`src/rtl/hz_pkg.sv`:
```
package hz_pkg;
  localparam int OPW = 4;

  localparam logic [OPW-1:0] OPC_NOP   = 4'd0;
  localparam logic [OPW-1:0] OPC_ALU   = 4'd1;
  localparam logic [OPW-1:0] OPC_ALUI  = 4'd2;
  localparam logic [OPW-1:0] OPC_LOAD  = 4'd3;
  localparam logic [OPW-1:0] OPC_STORE = 4'd4;
  localparam logic [OPW-1:0] OPC_BRZ   = 4'd5;
  localparam logic [OPW-1:0] OPC_JMP   = 4'd6;
  localparam logic [OPW-1:0] OPC_JAL   = 4'd7;
  localparam logic [OPW-1:0] OPC_JR    = 4'd8;
  localparam logic [OPW-1:0] OPC_JALR  = 4'd9;

  typedef enum logic [1:0] {
    DSEL_NONE,
    DSEL_RD,
    DSEL_RT,
    DSEL_LINK
  } dsel_e;
endpackage

```
`src/rtl/hz_decode.sv`:
```
module hz_decode
  import hz_pkg::*;
#(
  parameter int AW = 5
) (
  input  logic [OPW-1:0] op,
  input  logic [AW-1:0]  rt,
  input  logic [AW-1:0]  rd,
  output logic [AW-1:0]  dest,
  output logic           we,
  output logic           re_rs,
  output logic           re_rt
);
  localparam logic [AW-1:0] LINK = {AW{1'b1}};

  dsel_e          sel;
  logic [AW-1:0]  pick;

  always_comb begin
    sel   = DSEL_NONE;
    re_rs = 1'b0;
    re_rt = 1'b0;
    case (op)
      OPC_ALU:   begin sel = DSEL_RD;   re_rs = 1'b1; re_rt = 1'b1; end
      OPC_ALUI:  begin sel = DSEL_RT;   re_rs = 1'b1; end
      OPC_LOAD:  begin sel = DSEL_RT;   re_rs = 1'b1; end
      OPC_STORE: begin                  re_rs = 1'b1; re_rt = 1'b1; end
      OPC_BRZ:   begin                  re_rs = 1'b1; end
      OPC_JR:    begin                  re_rs = 1'b1; end
      OPC_JAL:   begin sel = DSEL_LINK; end
      OPC_JALR:  begin sel = DSEL_LINK; re_rs = 1'b1; end
      default:   begin sel = DSEL_NONE; end
    endcase
  end

  always_comb begin
    case (sel)
      DSEL_RD:   pick = rd;
      DSEL_RT:   pick = rt;
      DSEL_LINK: pick = LINK;
      default:   pick = '0;
    endcase
    we   = (sel == DSEL_LINK) || ((sel != DSEL_NONE) && (pick != '0));
    dest = we ? pick : '0;
  end
endmodule

```
`src/rtl/hz_stage_pipe.sv`:
```
module hz_stage_pipe #(
  parameter int AW   = 5,
  parameter int NSTG = 3
) (
  input  logic                     clk,
  input  logic                     rst,
  input  logic                     bubble,
  input  logic [AW-1:0]            in_dest,
  input  logic                     in_we,
  output logic [NSTG-1:0][AW-1:0]  st_dest,
  output logic [NSTG-1:0]          st_we
);
  genvar s;
  generate
    for (s = 0; s < NSTG; s++) begin : g_stage
      if (s == 0) begin : g_head
        always_ff @(posedge clk) begin
          if (rst || bubble) begin
            st_dest[s] <= '0;
            st_we[s]   <= 1'b0;
          end else begin
            st_dest[s] <= in_dest;
            st_we[s]   <= in_we;
          end
        end
      end else begin : g_tail
        always_ff @(posedge clk) begin
          if (rst) begin
            st_dest[s] <= '0;
            st_we[s]   <= 1'b0;
          end else begin
            st_dest[s] <= st_dest[s-1];
            st_we[s]   <= st_we[s-1];
          end
        end
      end
    end
  endgenerate
endmodule

```
`src/rtl/hz_match.sv`:
```
module hz_match #(
  parameter int AW   = 5,
  parameter int NSTG = 3
) (
  input  logic [AW-1:0]            rs,
  input  logic [AW-1:0]            rt,
  input  logic                     re_rs,
  input  logic                     re_rt,
  input  logic [NSTG-1:0][AW-1:0]  st_dest,
  input  logic [NSTG-1:0]          st_we,
  output logic                     hit
);
  logic [NSTG-1:0] hit_rs;
  logic [NSTG-1:0] hit_rt;

  genvar s;
  generate
    for (s = 0; s < NSTG; s++) begin : g_cmp
      assign hit_rs[s] = st_we[s] && (st_dest[s] == rs);
      assign hit_rt[s] = st_we[s] && (st_dest[s] == rt);
    end
  endgenerate

  assign hit = (re_rs && (|hit_rs)) || (re_rt && (|hit_rt));
endmodule

```
`src/rtl/hz_interlock.sv`:
```
module hz_interlock
  import hz_pkg::*;
#(
  parameter int AW = 5
) (
  input  logic           clk,
  input  logic           rst,
  input  logic [OPW-1:0] id_op,
  input  logic [AW-1:0]  id_rs,
  input  logic [AW-1:0]  id_rt,
  input  logic [AW-1:0]  id_rd,
  output logic           stall,
  output logic [AW-1:0]  ex_dest,
  output logic           ex_we,
  output logic [AW-1:0]  mem_dest,
  output logic           mem_we,
  output logic [AW-1:0]  wb_dest,
  output logic           wb_we
);
  localparam int NSTG = 3;

  logic [AW-1:0]           dec_dest;
  logic                    dec_we;
  logic                    dec_re_rs;
  logic                    dec_re_rt;
  logic [NSTG-1:0][AW-1:0] st_dest;
  logic [NSTG-1:0]         st_we;

  hz_decode #(.AW(AW)) u_dec (
    .op    (id_op),
    .rt    (id_rt),
    .rd    (id_rd),
    .dest  (dec_dest),
    .we    (dec_we),
    .re_rs (dec_re_rs),
    .re_rt (dec_re_rt)
  );

  hz_match #(.AW(AW), .NSTG(NSTG)) u_match (
    .rs      (id_rs),
    .rt      (id_rt),
    .re_rs   (dec_re_rs),
    .re_rt   (dec_re_rt),
    .st_dest (st_dest),
    .st_we   (st_we),
    .hit     (stall)
  );

  hz_stage_pipe #(.AW(AW), .NSTG(NSTG)) u_pipe (
    .clk     (clk),
    .rst     (rst),
    .bubble  (stall),
    .in_dest (dec_dest),
    .in_we   (dec_we),
    .st_dest (st_dest),
    .st_we   (st_we)
  );

  assign ex_dest  = st_dest[0];
  assign ex_we    = st_we[0];
  assign mem_dest = st_dest[1];
  assign mem_we   = st_we[1];
  assign wb_dest  = st_dest[2];
  assign wb_we    = st_we[2];
endmodule

```
`config.mk`:
```
export PLATFORM = sky130hd
export DESIGN_NAME = hz_interlock
export DESIGN_NICKNAME = d
export VERILOG_FILES = /design/src/rtl/hz_pkg.sv /design/src/rtl/hz_decode.sv /design/src/rtl/hz_stage_pipe.sv /design/src/rtl/hz_match.sv /design/src/rtl/hz_interlock.sv
export SDC_FILE = /design/constraint.sdc
export NUM_CORES = 1
export LEC_CHECK = 0
export BUFFER_PORTS_ARGS = -buffer_cell sky130_fd_sc_hd__buf_2
export CAP_MARGIN = 20
export CORE_UTILIZATION = 40
export CTS_BUF_LIST = sky130_fd_sc_hd__clkbuf_2
export DETAILED_ROUTE_END_ITERATION = 8
export GPL_ROUTABILITY_DRIVEN = 0
export PLACE_DENSITY = 0.69
export SETUP_SLACK_MARGIN = 0.05
export SYNTH_ARGS = -nofsm -noshare
export SYNTH_HDL_FRONTEND = slang
export SYNTH_SLANG_ARGS = --single-unit
```
`constraint.sdc`:
```
create_clock -name clk -period 1.5 [get_ports clk]
set_input_delay 0.075 -clock clk [delete_from_list [all_inputs] [get_ports clk]]
set_output_delay 0.075 -clock clk [all_outputs]
set_load 0.005 [all_outputs]
```
======== After elaboration in Yosys (flattened, before gate mapping) ========
Index checks and enable logic that the tools add are counted.
storage, ports and cells
  register bits after elaboration ......... 18
  input port bits ......................... 21
  output and inout bits ................... 19
  logic and storage cells ................. 49
cells by class
  equal/unequal tests ..................... 17
  muxes and demuxes ....................... 4
  bitwise gates (word level) .............. 1
  reductions and logical operators ........ 21
operator list
  kind                                                  count
  equality test 5 bit                                   6
  case mux 5 bit (3 select lines)                       1
  equality test 4 x 3 -> 1 bit (second input constant)  3
  logical AND 1 bit                                     9
  equality test 4 x 2 -> 1 bit (second input constant)  2
  equality test 4 bit (second input constant)           2
  OR reduction 2 bit                                    4
  OR reduction 7 bit                                    1
  case mux 2 bit (3 select lines)                       1
  OR reduction 3 bit                                    2
  nonzero test 5 bit                                    1
  equality test 2 bit (second input constant)           2
  equality test 4 x 1 -> 1 bit (second input constant)  1
  logical OR 1 bit                                      3
  equality test 2 x 1 -> 1 bit (second input constant)  1
  2-to-1 mux 1 bit                                      2
  nonzero test 2 bit                                    1
  inverter 1 bit                                        1

======== Depth between registers and ports, before layout ========
Gate-level depths: netlist of run 1.
  word-level depth ........................ 10
  mapped depth ............................ 7
  depth with buffers taken out ............ 5

======== Cells and area by module ========
From an unflattened synthesis of run 1, not the netlist that was laid out.
unflattened totals
  cell total of the unflattened synthesis .. 109
  area, all modules ....................... 1104.8 µm²
modules (own cells, without submodules)
  module         instances  cells an instance  area each (µm²)  sequential area each (µm²)
  hz_stage_pipe  1          37                 530.5            360.3
  hz_match       1          44                 351.6            0.0
  hz_decode      1          28                 222.7            0.0

======== Worst setup path before layout of run 1 ========
Ideal clock, no wire load.
  path type ............................... reg-to-output
  start ................................... register u_pipe.st_dest[8] (netlist bit)
  end ..................................... output stall
  data arrival time ....................... 1376 ps
  required time ........................... 1425 ps
  setup slack ............................. 49 ps
  cell stages (with the launch flop) ...... 6
  path buffers ............................ 0
  cell sequence ........................... dfxtp_1 > xor2_1 > nor4_1 > a32oi_1 > a211oi_2 > nand3b_1
between the ends
  longest elaborated chain between the ends .. 5
  elaborated cells on any way between the ends .. 9
  classes of those cells .................. eq/ne: 2; reduce/logical: 7
RTL lines
  what                                           RTL line                        RTL
  from (decl)                                    hz_stage_pipe.sv:10             output logic [NSTG-1:0][AW-1:0] st_dest,
  from (signal, indexed assignment)              hz_stage_pipe.sv:32             st_dest[s] <= st_dest[s-1];
  equality test 5 bit, on equally long branches  hz_match.sv:19, hz_match.sv:20
  logical AND 1 bit, on equally long branches    hz_match.sv:19, hz_match.sv:20
  OR reduction 3 bit                             hz_match.sv:24                  assign hit = (re_rs && (|hit_rs)) || (re_rt && (|hit_rt));
  logical AND 1 bit                              hz_match.sv:24
  logical OR 1 bit *                             hz_match.sv:24
  to (decl)                                      hz_interlock.sv:12              output logic stall,
Every way passes the cells marked *; elsewhere a longest branch is shown, timed or not.

======== Worst setup path in the final report of run 1 ========
Same ends and word-level chain as after synthesis.

==> results of run 1 <==
[flip-flops by register name (all words and copies together), names as in the netlist]
register        count
u_pipe.st_dest     15
u_pipe.st_we        3
[synthesized netlist by cell type, types with 2 or more instances]
cell,number
nand3_1,2
nand4_1,10
nor2b_1,12
dfxtp_1,18
xnor2_1,16
xor2_1,14
clkbuf_1,3
nor4_1,4
buf_6,2
o22ai_1,5
nor2_1,13
mux2i_1,5
[worst max-delay path, cell delays in order, from the launching register on]
cell	delay [ns]
dfxtp_2	0.36
xor2_1	0.15
nor4_2	0.27
a32oi_1	0.15
a211oi_2	0.28
nand3b_1	0.16
buf_2	0.12
[final timing paths]
check / start / end / slack (ns) / depth (start not counted)
max reg2reg: u_pipe.st_dest[8]$_SDFF_PP0_ / u_pipe.st_dest[3]$_SDFF_PP0_ / -0.12 / 7
min reg2reg: u_pipe.st_we[1]$_SDFF_PP0_ / u_pipe.st_we[2]$_SDFF_PP0_ / 0.52 / 1
min: rst / u_pipe.st_dest[7]$_SDFF_PP0_ / 0.10 / 2
max: u_pipe.st_dest[8]$_SDFF_PP0_ / stall / -0.36 / 6
[through the flow]
stage                     setup slack [ns]  cell area [µm²]  hold slack (ns)  power, mW
after global placement            -0.06073             1454           0.4313     0.7037
final                              -0.3614             1540           0.1021     0.9182
after detailed placement          -0.04070             1454           0.4399     0.7075
after CTS                          -0.3534             1520          0.09597     0.9190
after floorplan                    0.04903             1137           0.1466     0.6240
after global routing               -0.4917             1540          0.09377     0.9759
[logic make-up after synthesis]
logic type | count (synthesis) | share of synthesized area
buf+inv | 9 | 0.04839
mux | 5 | 0.04401
simple gates | 49 | 0.2475
xor+xnor | 31 | 0.2453
fa+ha+maj | 1 | 0.008801
compound gates | 12 | 0.08912
flops | 18 | 0.3168
[metal layers]
metal	track usage	vias up
li1	-	543
met1	0.2644	505
met3	0.05386	8
met2	0.3494	45
met4	0.06071	0
met5	0	-
[repair_timing]
item                                    4_1_cts  5_1_grt
pin swaps                                     5        0
hold buffers                                  0        0
gates resized for setup                      11        5
endpoints found under the setup margin        7        7
buffers inserted                              2        1
[power groups by stage]
stage / Combinational (mW) / Clock (mW) / Sequential, mW
after floorplan: 0.118 / 0 / 0.506
after global placement: 0.199 / 0 / 0.505
after detailed placement: 0.202 / 0 / 0.506
after CTS: 0.207 / 0.216 / 0.496
after global routing: 0.231 / 0.248 / 0.498
final: 0.212 / 0.210 / 0.496
[area by class of cell]
class	count	area share
clock buffers	3	0.009748
clock inverters	1	0.002437
inverters	1	0.002437
multi-input cells	98	0.4931
flip-flops and latches	18	0.2364
well taps	30	0.02437
repair buffers	59	0.2315
==> impl_metrics.json, run 1 <==
{
  "dp.cells": 204,
  "path_max_fanout": 2,
  "area_growth_pct": 35.42,
  "fin_crit_ns": 1.861,
  "tritoncts": "built",
  "wirelength_met1_mm": 1.296,
  "min_path_type": "in -> reg",
  "netlist_area_um2": 1137,
  "layout_common_cells": "buf_2, buf_4, xnor2_1, dfxtp_1, xor2_1",
  "vias_per_cell": 5.243,
  "wl_per_cell_um": 14.73,
  "h-tree-depth": 1,
  "layout_setup_ws_ns": -0.3614,
  "port_buffers": 39,
  "met2WireLength_mm": 1.520,
  "yosysSeqAreaShare": 0.3168,
  "multiInputGateArea_um2": 759.5,
  "root_buffer": "clkbuf_2",
  "wl_mm": 3.093,
  "synth_cell_types": 33,
  "yosys.area.top_type_share": 0.3168,
  "ys_warn_count": 0,
  "syn_inst": 125,
  "antenna_found_initial": 0,
  "switching_share": 0.2974,
  "regArea_um2": 364.1,
  "drive_gt1_frac": 0.4333,
  "drc": 0,
  "final_common_cell": "buf_2",
  "grt_max_degree": 14,
  "start_kind": "register",
  "die_x_um": 55.33,
  "rsz0062_at_grt": "true",
  "die_area_um2": 3061,
  "tightest_slew_ns": 0.4081,
  "cts-buffers-inserted": 3,
  "critPathKind": "reg -> out",
  "combPwrFrac": 0.231,
  "powerDensity_nw_per_um2": 596.2,
  "p_int_uw": 645.1,
  "yosys-top-cells-area": "dfxtp_1, xnor2_1, xor2_1",
  "ant_nets": 0,
  "dr_wl_met3_um": 215,
  "clock_sinks": 18,
  "n_antenna_cell": 0,
  "clockPowerShare": 0.229,
  "fin_util": 0.5947,
  "grt-ovfl-total": 0,
  "finalCritPeriodShare": 1.241,
  "fillers": 235,
  "maxSlewViolCount": 0,
  "vias": 1101,
  "grt_usage": 0.2093,
  "worst_ep_arrival_time_ns": 1.79,
  "skew_ns": 0.01246,
  "grt_pass1_vias": 1070,
  "setup_viol": 7,
  "syn_nets": 146,
  "path_clk_slew_ns": 0.18,
  "avgSynthCellArea_um2": 9.099,
  "tns_ns": -0.9983,
  "seqPwrFrac": 0.540,
  "finalHoldViolCount": 0,
  "worstSkewPairLatency_ns": 0.31,
  "relSlewSlack": 0.7209,
  "cp-end-kind": "output pin",
  "rows": 18,
  "cts_buffer_depth": 2,
  "synth_ff_type": "dfxtp_1",
  "violations": "negative setup slack",
  "p_leak_nw": 0.7039,
  "clock.fmax_mhz": 537.2,
  "synth_edf_count": 0,
  "grt_pass1_wl_mm": 5.043,
  "vdd_drop_max_v": 0.0005604,
  "switchingPower_uw": 273.1,
  "async_reset_ff_frac": 0,
  "outcome": "complete, but fails checks",
  "ys_seq_elements": 18,
  "nets": 202,
  "fin_cells": 210,
  "io_pins": 40,
  "die_h_um": 55.33,
  "coreArea_um2": 2590,
  "drt-initial-drc-count": 50,
  "drv_cap": 0,
  "initial_utilization": 0.4391,
  "dp_hpwl_mm": 2.374,
  "required_ns": 1.42,
  "drtPass1Iterations": 4,
  "routed.top_layer": "met4",
  "yosysTopAreaCell": "dfxtp_1"
}
(Power assumes the default switching activity.)
==> run 2, diff against run 1 <==
--- a/config.mk
+++ b/config.mk
@@ -7,11 +7,12 @@
 export LEC_CHECK = 0
 export BUFFER_PORTS_ARGS = -buffer_cell sky130_fd_sc_hd__buf_2
 export CAP_MARGIN = 20
+export CORE_ASPECT_RATIO = 1.4
 export CORE_UTILIZATION = 40
 export CTS_BUF_LIST = sky130_fd_sc_hd__clkbuf_2
 export DETAILED_ROUTE_END_ITERATION = 8
 export GPL_ROUTABILITY_DRIVEN = 0
-export PLACE_DENSITY = 0.69
+export PLACE_DENSITY = 0.66
 export SETUP_SLACK_MARGIN = 0.05
 export SYNTH_ARGS = -nofsm -noshare
 export SYNTH_HDL_FRONTEND = slang
==> constraint.sdc (replaced) <==
create_clock -name clk -period 1.9 [get_ports clk]
set_input_delay 0.095 -clock clk [delete_from_list [all_inputs] [get_ports clk]]
set_output_delay 0.095 -clock clk [all_outputs]
set_load 0.005 [all_outputs]
==> run 2 against run 1 <==
  * The flow now finishes without violations
  * Worst hold slack better by 0.040 ns
  * Sequential cell count stayed put
  * Clock power is 22% lower
  * Register-to-register slack better by 0.52 ns
  * Count of clock-buffer cells in the layout stayed put
  * Clock skew hardly changed
  * Wire length is 9.1% lower
  * Sequential share of layout area is 3.1 points higher
  * Non-clock buffer count is 19 lower
  * First-iteration DRC count is 48% lower
  * Sequential power is 21% lower
  * Critical endpoint unchanged
==> impl_metrics.json, run 2 (synthesis gave the netlist of run 1 again) <==
{
  "tns_ns": 0,
  "final_common_cell": "buf_2",
  "dr_wl_met3_um": 89,
  "grt_pass1_wl_mm": 4.436,
  "largest_reg_flops": 15,
  "rsz0062_at_grt": "true",
  "cts-buffers-inserted": 3,
  "min_path_type": "in -> reg",
  "required_ns": 1.80,
  "post_dp_cell_area_um2": 1334,
  "layout_common_cells": "buf_2, xnor2_1, dfxtp_1, xor2_1, nor2_1",
  "relSlewSlack": 0.6890,
  "timing.rr.start": "u_pipe.st_dest[10]$_SDFF_PP0_",
  "hold_depth": 2,
  "path_clk_slew_ns": 0.18,
  "p_leak_nw": 0.6063,
  "startpoint": "u_pipe.st_dest[10]$_SDFF_PP0_",
  "setup_viol": 0,
  "wirelength_met1_mm": 1.211,
  "finalCritPeriodShare": 0.9609,
  "io_pins": 40,
  "met2WireLength_mm": 1.403,
  "seqPwrFrac": 0.560,
  "initial_utilization": 0.4260,
  "h-tree-depth": 1,
  "tightest_slew_ns": 0.4547,
  "drtPass1Iterations": 4,
  "worst_ep_arrival_time_ns": 1.73,
  "drive_gt1_frac": 0.3168,
  "ant_nets": 0,
  "powerDensity_nw_per_um2": 516.5,
  "skew_ns": 0.01259,
  "worstSkewPairLatency_ns": 0.30,
  "p_int_uw": 496.2,
  "design_area_um2": 1359,
  "port_buffers": 39,
  "switching_share": 0.2929,
  "min_from": "rst",
  "coreArea_um2": 2670,
  "outcome": "completed",
  "fin_crit_ns": 1.826,
  "cts_setup_buffers": 0,
  "vias": 1018,
  "grt_max_degree": 14,
  "start_kind": "register",
  "drc": 0,
  "fin_util": 0.5089,
  "wl_mm": 2.810,
  "regMostFlops": "u_pipe.st_dest",
  "clockPowerShare": 0.233,
  "cts_buffer_depth": 2,
  "grt_usage": 0.1995,
  "combPwrFrac": 0.208,
  "dp_hpwl_mm": 2.217,
  "clock.fmax_mhz": 547.7,
  "largestRegisters": "u_pipe.st_dest: 15 flops, u_pipe.st_we: 3 flops",
  "drt-initial-drc-count": 26,
  "root_buffer": "clkbuf_2",
  "die_area_um2": 3063,
  "grt-ovfl-total": 0,
  "total_power_uw": 701.8,
  "die_x_um": 47.07,
  "cp-end-kind": "output pin",
  "r2r_cells": 6,
  "area_growth_pct": 19.47,
  "vdd_drop_max_v": 0.0003439,
  "switchingPower_uw": 205.6,
  "routed.top_layer": "met4",
  "maxSlewViolCount": 0,
  "nets": 183,
  "drv_cap": 0,
  "antenna_found_initial": 0,
  "rows": 22,
  "clock_sinks": 18,
  "critPathKind": "reg -> out",
  "wl_per_cell_um": 14.26,
  "grt_pass1_vias": 994,
  "die_h_um": 65.09,
  "path_max_fanout": 3,
  "finalHoldViolCount": 0,
  "hold_buffers": 0,
  "vias_per_cell": 5.168,
  "n_antenna_cell": 0,
  "tritoncts": "built"
}
[run 2: changes by cell type in the layout (fill, tap and decap cells not counted), moves of 2 or more]
cell,change
buf_4,-17
nor2_1,+5
nor2_2,-3
nor2_4,-2
[run 2: repair_timing]
action | 4_1_cts | 5_1_grt
resized for setup | 1 | 2
endpoints found under the setup margin | 1 | 1
pin swaps | 0 | 1
[run 2: path summary, 6_finish.rpt]
check / to / slack, ns
worst max register to register: u_pipe.st_we[0]$_SDFF_PP0_ / 0.40
worst min-delay path: u_pipe.st_dest[12]$_SDFF_PP0_ / 0.14
worst min register to register: u_pipe.st_dest[5]$_SDFF_PP0_ / 0.51
worst max-delay path: stall / 0.07
[run 2: power by group through the flow]
stage	sequential (mW)	clock, mW	combinational, mW
floorplan	0.399	0	0.0932
global placement	0.400	0	0.143
detailed placement	0.401	0	0.145
CTS	0.393	0.170	0.146
global route	0.394	0.185	0.158
finish	0.393	0.163	0.146
[run 2: routing by layer]
layer | global-route usage | vias to the layer above
li1 | - | 507
met1 | 0.2462 | 472
met2 | 0.3142 | 29
met3 | 0.03022 | 10
met4 | 0.1179 | 0
met5 | 0 | -
[run 2: cell type report]
cell class / instances / area, µm²
Fill cell: 272 / 1311
Multi-Input combinational cell: 98 / 725.7
Sequential cell: 18 / 362.8
Timing Repair Buffer: 40 / 202.7
Tap cell: 36 / 45.04
Clock buffer: 3 / 15.01
Clock inverter: 1 / 3.754
Inverter: 1 / 3.754
[run 2: critical path, stage by stage (launching register included)]
cell and delay [ns]:
dfxtp_1 0.38, xor2_1 0.16, nor4_2 0.28, nand3_1 0.12, a211oi_2 0.24, nand3b_1 0.14, buf_2 0.12
[run 2: through the flow]
stage	hold WS, ns	instances	setup slack, ns
finish	0.1424	197	0.07428
global placement	0.4582	193	0.3577
CTS	0.1271	197	0.05276
floorplan	0.1666	125	0.4290
detailed placement	0.4636	193	0.3466
global route	0.1362	197	-0.09170
==> run 3, diff against run 2 <==
--- a/config.mk
+++ b/config.mk
@@ -7,12 +7,14 @@
 export LEC_CHECK = 0
 export BUFFER_PORTS_ARGS = -buffer_cell sky130_fd_sc_hd__buf_2
 export CAP_MARGIN = 20
+export CELL_PAD_IN_SITES_DETAIL_PLACEMENT = 1
+export CELL_PAD_IN_SITES_GLOBAL_PLACEMENT = 2
 export CORE_ASPECT_RATIO = 1.4
-export CORE_UTILIZATION = 40
+export CORE_UTILIZATION = 29
 export CTS_BUF_LIST = sky130_fd_sc_hd__clkbuf_2
 export DETAILED_ROUTE_END_ITERATION = 8
 export GPL_ROUTABILITY_DRIVEN = 0
-export PLACE_DENSITY = 0.66
+export PLACE_DENSITY_LB_ADDON = 0.1
 export SETUP_SLACK_MARGIN = 0.05
 export SYNTH_ARGS = -nofsm -noshare
 export SYNTH_HDL_FRONTEND = slang
==> run 3 against run 2 <==
  * Combinational power about the same
  * Global-route usage down 3.8 points
  * Cell area up 2.3%
  * Utilization down 13 points
  * Via count down 0.69%
  * Count of clock-buffer cells in the layout unchanged
  * Sequential share of layout area down 0.33 points
  * Clock power about the same
  * Sequential power about the same
==> impl_metrics.json, run 3 (synthesis gave the netlist of run 1 again) <==
{
  "outcome": "completed",
  "timing.rr.start": "u_pipe.st_dest[8]$_SDFF_PP0_",
  "drc": 0,
  "path_max_fanout": 4,
  "drv_cap": 0,
  "switching_share": 0.2962,
  "r2r_cells": 7,
  "coreArea_um2": 3709,
  "combPwrFrac": 0.211,
  "wl_per_cell_um": 15.46,
  "min_path_type": "in -> reg",
  "fin_cells": 204,
  "r2r_end": "u_pipe.st_we[0]$_SDFF_PP0_",
  "skew_ns": 0.006071,
  "largestRegisters": "u_pipe.st_dest: 15 flops, u_pipe.st_we: 3 flops",
  "cp-end-kind": "output pin",
  "wl_mm": 3.153,
  "finalCritPeriodShare": 0.9969,
  "area_growth_pct": 22.22,
  "start_kind": "register",
  "maxSlewViolCount": 0,
  "root_buffer": "clkbuf_2",
  "required_ns": 1.80,
  "layout_common_cells": "buf_2, xnor2_1, xor2_1, nor2_1, dfxtp_1",
  "grt-ovfl-total": 0,
  "fillers": 479,
  "die_h_um": 76.10,
  "rows": 26,
  "antenna_found_initial": 0,
  "tritoncts": "built",
  "n_antenna_cell": 0,
  "seqPwrFrac": 0.556,
  "r2r_setup_slack_ns": 0.25,
  "path_clk_slew_ns": 0.17,
  "hold_end": "u_pipe.st_dest[12]$_SDFF_PP0_",
  "fin_util": 0.3748,
  "die_x_um": 54.93,
  "grt_max_degree": 14,
  "finalHoldViolCount": 0,
  "grt_pass1_vias": 1035,
  "setup_viol": 0,
  "regMostFlops": "u_pipe.st_dest",
  "p_int_uw": 497.2,
  "cts-buffers-inserted": 3,
  "tns_ns": 0,
  "cts_buffer_depth": 2,
  "port_buffers": 39,
  "tightest_slew_ns": 0.4204,
  "clockPowerShare": 0.233,
  "hold_depth": 2,
  "drtPass1Iterations": 2,
  "nets": 184,
  "total_power_uw": 706.4,
  "worst_ep_arrival_time_ns": 1.80,
  "relSlewSlack": 0.7125,
  "largest_reg_flops": 15,
  "final_common_cell": "buf_2",
  "p_leak_nw": 0.6142,
  "clock.fmax_mhz": 527.9,
  "drive_gt1_frac": 0.3519,
  "drt-initial-drc-count": 3,
  "powerDensity_nw_per_um2": 508.1,
  "grt_usage": 0.1616,
  "vdd_drop_max_v": 0.0002863,
  "initial_utilization": 0.3067,
  "grt_pass1_wl_mm": 4.878,
  "h-tree-depth": 1,
  "clock_sinks": 18,
  "vias": 1011,
  "vias_per_cell": 4.956,
  "dp.cells": 199,
  "dp_hpwl_mm": 2.623,
  "switchingPower_uw": 209.2,
  "min_from": "rst",
  "die_area_um2": 4180,
  "io_pins": 40,
  "rsz0062_at_grt": "true",
  "worstSkewPairLatency_ns": 0.30,
  "ant_nets": 0,
  "fin_crit_ns": 1.894,
  "critPathKind": "reg -> out"
}
## run 3: worst max path at each step
stage,endpoint,cells after the start,startpoint
2_1_floorplan,stall,5,u_pipe.st_dest[8]$_SDFF_PP0_
4_1_cts,stall,6,u_pipe.st_dest[8]$_SDFF_PP0_
3_3_place_gp,stall,6,id_op[2]
3_5_place_dp,stall,6,u_pipe.st_dest[8]$_SDFF_PP0_
5_1_grt,stall,6,u_pipe.st_dest[8]$_SDFF_PP0_
6_report,stall,6,u_pipe.st_dest[8]$_SDFF_PP0_
## run 3: cell type report
class                           count  area [µm²]  area share
Tap cell                           42       52.55     0.03780
Inverter                            1       3.754    0.002700
Clock inverter                      1       3.754    0.002700
Timing Repair Buffer               41       210.2      0.1512
Clock buffer                        3       15.01     0.01080
Sequential cell                    18       366.6      0.2637
Multi-Input combinational cell     98       738.2      0.5311
## run 3: what timing repair did
item | 4_1_cts | 5_1_grt
pin swaps | 2 | 2
hold endpoints to repair | 0 | 0
buffers inserted | 1 | 0
endpoints found under the setup margin | 1 | 1
gates resized for setup | 6 | 2
hold buffers | 0 | 0
## run 3: through the flow
stage | hold slack (ns) | setup WS [ns] | instance area [µm²]
after floorplan | 0.1666 | 0.4290 | 1137
after global placement | 0.4621 | 0.2612 | 1341
after detailed placement | 0.4717 | 0.2423 | 1341
after CTS | 0.1208 | -0.04313 | 1383
after global routing | 0.1377 | -0.1130 | 1390
final | 0.1411 | 0.005870 | 1390
## run 3: per-layer routing
metal  part of all wire  wire length [µm]  vias up  global-route usage
li1                   -                 -      507                   -
met1               0.41              1288      473              0.1817
met2               0.55              1733       29              0.2867
met3              0.031                97        2             0.01198
met4              0.011                34        0             0.07500
met5                  0                 0        -                   0
## run 3: power groups by stage
stage | Sequential, mW | Clock [mW] | Combinational (mW)
after floorplan | 0.399 | 0 | 0.0932
after global placement | 0.400 | 0 | 0.147
after detailed placement | 0.401 | 0 | 0.148
after CTS | 0.393 | 0.180 | 0.150
after global routing | 0.394 | 0.186 | 0.164
final | 0.393 | 0.164 | 0.149
## run 3: critical path: stages (launching register included)
cell and delay (ns):
dfxtp_2 0.38, xor2_1 0.15, nor4_2 0.31, a32oi_1 0.16
a211oi_2 0.26, nand3b_1 0.14, buf_2 0.11
